--- src/rtl/fp_box_pkg.sv ---
package fp_box_pkg;
  localparam int unsigned FLEN    = 64;
  localparam int unsigned N_NARROW = 2;

  typedef enum logic [1:0] {
    FMT_HALF = 2'b00,
    FMT_SGL  = 2'b01,
    FMT_DBL  = 2'b10,
    FMT_DBLX = 2'b11
  } fmt_e;

  function automatic int unsigned narrow_width(input int unsigned idx);
    return (idx == 0) ? 16 : 32;
  endfunction

  function automatic logic [31:0] narrow_qnan(input int unsigned idx);
    return (idx == 0) ? 32'h0000_7E00 : 32'h7FC0_0000;
  endfunction
endpackage

--- src/rtl/fp_box_write.sv ---
module fp_box_write #(
  parameter int unsigned FLEN = 64,
  parameter int unsigned NW   = 32
) (
  input  logic [FLEN-1:0] val_i,
  output logic [FLEN-1:0] boxed_o
);
  localparam int unsigned PADW = FLEN - NW;
  assign boxed_o = {{PADW{1'b1}}, val_i[NW-1:0]};
endmodule

--- src/rtl/fp_box_check.sv ---
module fp_box_check #(
  parameter int unsigned FLEN  = 64,
  parameter int unsigned NW    = 32,
  parameter logic [31:0] QNAN  = 32'h7FC0_0000
) (
  input  logic [FLEN-1:0] val_i,
  output logic [FLEN-1:0] chk_o
);
  localparam int unsigned PADW = FLEN - NW;
  logic box_ok;
  assign box_ok = &val_i[FLEN-1:NW];
  // substituted NaN is itself boxed
  assign chk_o = box_ok ? val_i : {{PADW{1'b1}}, QNAN[NW-1:0]};
endmodule

--- src/rtl/fp_box_outreg.sv ---
module fp_box_outreg #(
  parameter int unsigned FLEN    = 64,
  parameter bit          REG_OUT = 1'b1
) (
  input  logic            clk_i,
  input  logic            rst_ni,
  input  logic            vld_i,
  input  logic [FLEN-1:0] d_i,
  output logic [FLEN-1:0] q_o,
  output logic            vld_o
);
  if (REG_OUT) begin : g_reg
    always_ff @(posedge clk_i or negedge rst_ni) begin
      if (!rst_ni) begin
        q_o   <= '0;
        vld_o <= 1'b0;
      end else begin
        vld_o <= vld_i;
        if (vld_i) q_o <= d_i;
      end
    end
  end else begin : g_bypass
    assign q_o   = d_i;
    assign vld_o = vld_i;
  end
endmodule

--- src/rtl/fp_box_unit.sv ---
module fp_box_unit
  import fp_box_pkg::*;
#(
  parameter bit REG_OUT = 1'b1
) (
  input  logic            clk_i,
  input  logic            rst_ni,
  input  logic            in_valid_i,
  input  logic [FLEN-1:0] value_i,
  input  logic [1:0]      fmt_i,
  input  logic            dir_i,
  output logic [FLEN-1:0] comb_o,
  output logic [FLEN-1:0] reg_o,
  output logic            reg_valid_o
);
  logic [FLEN-1:0] wr_res [N_NARROW];
  logic [FLEN-1:0] rd_res [N_NARROW];

  for (genvar g = 0; g < N_NARROW; g++) begin : g_narrow
    localparam int unsigned NW   = narrow_width(g);
    localparam logic [31:0] QNAN = narrow_qnan(g);

    fp_box_write #(.FLEN(FLEN), .NW(NW)) u_wr (
      .val_i   (value_i),
      .boxed_o (wr_res[g])
    );
    fp_box_check #(.FLEN(FLEN), .NW(NW), .QNAN(QNAN)) u_rd (
      .val_i (value_i),
      .chk_o (rd_res[g])
    );
  end

  always_comb begin
    if (fmt_i[1])   comb_o = value_i;
    else if (dir_i) comb_o = rd_res[fmt_i[0]];
    else            comb_o = wr_res[fmt_i[0]];
  end

  fp_box_outreg #(.FLEN(FLEN), .REG_OUT(REG_OUT)) u_out (
    .clk_i  (clk_i),
    .rst_ni (rst_ni),
    .vld_i  (in_valid_i),
    .d_i    (comb_o),
    .q_o    (reg_o),
    .vld_o  (reg_valid_o)
  );
endmodule

--- config.mk ---
export PLATFORM = sky130hd
export DESIGN_NAME = fp_box_unit
export DESIGN_NICKNAME = d
export VERILOG_FILES = /design/src/rtl/fp_box_pkg.sv /design/src/rtl/fp_box_write.sv /design/src/rtl/fp_box_check.sv /design/src/rtl/fp_box_outreg.sv /design/src/rtl/fp_box_unit.sv
export SDC_FILE = /design/constraint.sdc
export NUM_CORES = 1
export LEC_CHECK = 0
export BUFFER_PORTS_ARGS = -buffer_cell sky130_fd_sc_hd__buf_2
export CORE_ASPECT_RATIO = 1.1
export CORE_MARGIN = 2
export CORE_UTILIZATION = 47
export DETAILED_ROUTE_END_ITERATION = 7
export PLACE_DENSITY = 0.86
export SYNTH_ARGS = -nofsm -noshare
export SYNTH_HDL_FRONTEND = slang
export SYNTH_SLANG_ARGS = --single-unit
--- constraint.sdc ---
create_clock -name clk_i -period 4.2 [get_ports clk_i]
set_input_delay 0.63 -clock clk_i [delete_from_list [all_inputs] [get_ports clk_i]]
set_output_delay 0.63 -clock clk_i [all_outputs]
set_load 0.005 [all_outputs]
==> flow_summary_export.csv <==
group,metric,value,unit
sta,post-route-period-util,84.9,%
synthesis,yosysWarnings,0,
floorplan,start_util,48.0,%
critical_path,cp-end-kind,"output port",
sta,tns,0,ns
place,hpwlAfterDp,7.43,mm
critical_path,worstReg2RegStart,"u_out.q_o[11]$_DFFE_PN0P_",
sta,max_freq,0.280,GHz
sta,finalWorstSetupSlack,0.635,ns
sta,hold_violations,0,
final_layout,final_nets,650,
drt,postRouteAntennaNets,0,
grt,grt.total_usage,25.2,%
synthesis,synth_area_leader_cell,"dfrtp_1",
sta,maxSlewViolCount,0,
grt,grt_pass1_vias,3321,
outcome,status,"completed",
floorplan,dieArea,0.00776,mm2
clocking,clock-root-buffer,"clkbuf_8",
synthesis,synth_cells,396,
place,preCtsSetupSlack,0.677,ns
clocking,cts-buffers-inserted,9,
power_and_ir_drop,irDropWorstVdd,0.205,mV
power_and_ir_drop,power.density,351,mW/mm2
floorplan,die_h,92.2,um
drt,routedWlPerCell,14.5,um
synthesis,ys_seq_elements,65,
critical_path,crit_required,3.57,ns
sta,fin_skew,0,ns
critical_path,cp-start-kind,"primary input",
drt,drc,0,
clocking,cts_setup_buffers,0,
grt,grt_max_degree,72,
sta,tightest_slew,1.16,ns
final_layout,diodes,0,
place,gp_congestion,0.852,
critical_path,crit_fanout,64,
sta,setup_viol,0,
critical_path,critPathLaunch,"value_i[41]",
job,maxCapViolations,0,
power_and_ir_drop,leakagePower,0.00233,uW
synthesis,syn-cell-area,0.00332,mm2
synthesis,seq_area_frac_synth,48.9,%
synthesis,syn_area_per_cell,8.39,um2
grt,grt_pass1_wl,15.8,mm
grt,antenna_found_initial,0,
floorplan,io_pins,199,
synthesis,synth_fp_nets,466,
sta,relSlewSlack,22.2,%
clocking,worstSkewPairLatency,0.33,ns
drt,via_per_inst,5.33,
drt,detail_route.iter0.violations,165,
critical_path,cp_data_arrival_time,2.94,ns
final_layout,drive_gt1_share,39.7,%
place,io_buffers,198,
clocking,cts.clk_slew.worst_paths,0.07,ns
clocking,hold_buffers,0,
clocking,cts.path.max_buffers,2,
clocking,cts_tree,"built",
drt,drtPass1Iterations,4,
final_layout,area_growth,36.8,%
worst_hold_path,hold_class,"in -> async",
floorplan,core-area,0.00693,mm2
floorplan,rows,32,
floorplan,die_w,84.2,um
clocking,cts.sinks,65,
sta,min_period,3.57,ns
clocking,htree_levels,3,
grt,globalRoute.totalOverflow,0,
drt,vias,3565,
synthesis,synth_area_leaders,"dfrtp_1 49%, inv_1 8.1%, a31oi_1 6.2%, nor2_1 5.6%, nand2_1 5.4%",
drt,routed_wl,9.70,mm
synthesis,yosysTopAreaCellShare,48.9,%
clocking,cts_resized,0,
sta,rsz0062_at_grt,"false",
critical_path,critPathKind,"in -> out",
synthesis,synth_cell_types,30,
kinds of logic (layout without fill, tap and decap cells):
family / after synthesis / in the layout / synth area share (%)
AOI/OAI and AO/OA: 92 / 92 / 20.6
buffers and inverters: 103 / 291 / 12.4
DFF: 65 / 65 / 48.9
and+or+nand+nor: 136 / 136 / 18.1
synthesized netlist by cell type:
cell type and number:
nor3_1 1, nand3_1 9, o21ai_2 1, o221ai_2 7, o31ai_2 1, buf_1 2
o21ai_0 20, buf_4 1, o22ai_1 10, nand2_1 48, nor2b_1 10, nor2_1 50
a41o_1 1, dfrtp_1 65, a31oi_1 33, or4_1 2, nor4_1 2, o311ai_4 1
a21oi_1 1, buf_6 1, buf_2 11, o41ai_1 1, nand2b_1 1, or4_4 1
o221ai_1 6, inv_1 72, nand4_1 12, clkbuf_1 16, a21o_1 1, a41oi_1 9
worst max-delay path, stage by stage:
cell	delay [ns]
buf_2	0.10
nand4_1	0.10
nor4_1	0.99
a41o_2	0.32
buf_4	0.47
nand2_1	0.13
buf_2	0.15
worst paths after layout:
kind / end / slack [ns] / depth (start not counted)
setup / recovery: comb_o[39] / 0.63 / 7
hold / removal: u_out.q_o[22]$_DFFE_PN0P_ / 0.32 / 1
min in group clk_i: u_out.q_o[61]$_DFFE_PN0P_ / 0.53 / 2
max in group asynchronous: u_out.q_o[26]$_DFFE_PN0P_ / 2.97 / 2
hold reg to reg: u_out.q_o[61]$_DFFE_PN0P_ / 0.53 / 2
setup reg to reg: u_out.q_o[11]$_DFFE_PN0P_ / 3.49 / 2
stage by stage:
step,instances,area [um2],hold WS [ns],utilization [%],total power (uW)
after detailed placement,654,4330,0.523,62.5,1050
after global routing,669,4550,0.368,65.6,1680
after CTS,669,4550,0.333,65.6,1610
after global placement,654,4330,0.513,62.5,1040
after floorplan,396,3320,0.334,-,871
final,669,4550,0.316,65.6,1590
power breakdown:
part,leakage [uW],switching [uW],internal [uW]
Sequential,0.000712,30.5,683
Combinational,0.00150,179,142
Clock,0.000112,224,335
Total,0.00233,433,1160
flip-flops by register name, indices dropped and copies added, names as in the netlist:
name and count:
u_out.vld_o 1, u_out.q_o 64
area by class of cell:
cell class                      instances  area, um2
Multi-Input combinational cell        228       1290
Inverter                               72        270
Clock buffer                           13        179
Sequential cell                        65       1630
Timing Repair Buffer                  204       1040
Clock inverter                          2       35.0
Tap cell                               85        106
Fill cell                             585       2380
cells in the final DEF (no fill, tap or decap), types with 2 or more instances in the layout:
master and instances:
buf_4 7, o22ai_1 10, a41oi_1 9, o221ai_2 7
o221ai_1 6, inv_1 72, nand4_1 12, nor2_1 50
nor4_1 2, nor2b_1 10, nand3_1 9, clkbuf_8 13
buf_2 197, nand2_1 48, o21ai_0 20, a31oi_1 33
dfrtp_1 65, or4_1 2
per-layer routing:
layer / part of all wire [%] / track usage, %
met1: 41 / 32.1
met2: 50 / 43.3
met3: 7.4 / 4.77
met4: 1.5 / 8.47
met5: 0 / 0
(Power assumes the default switching activity.)
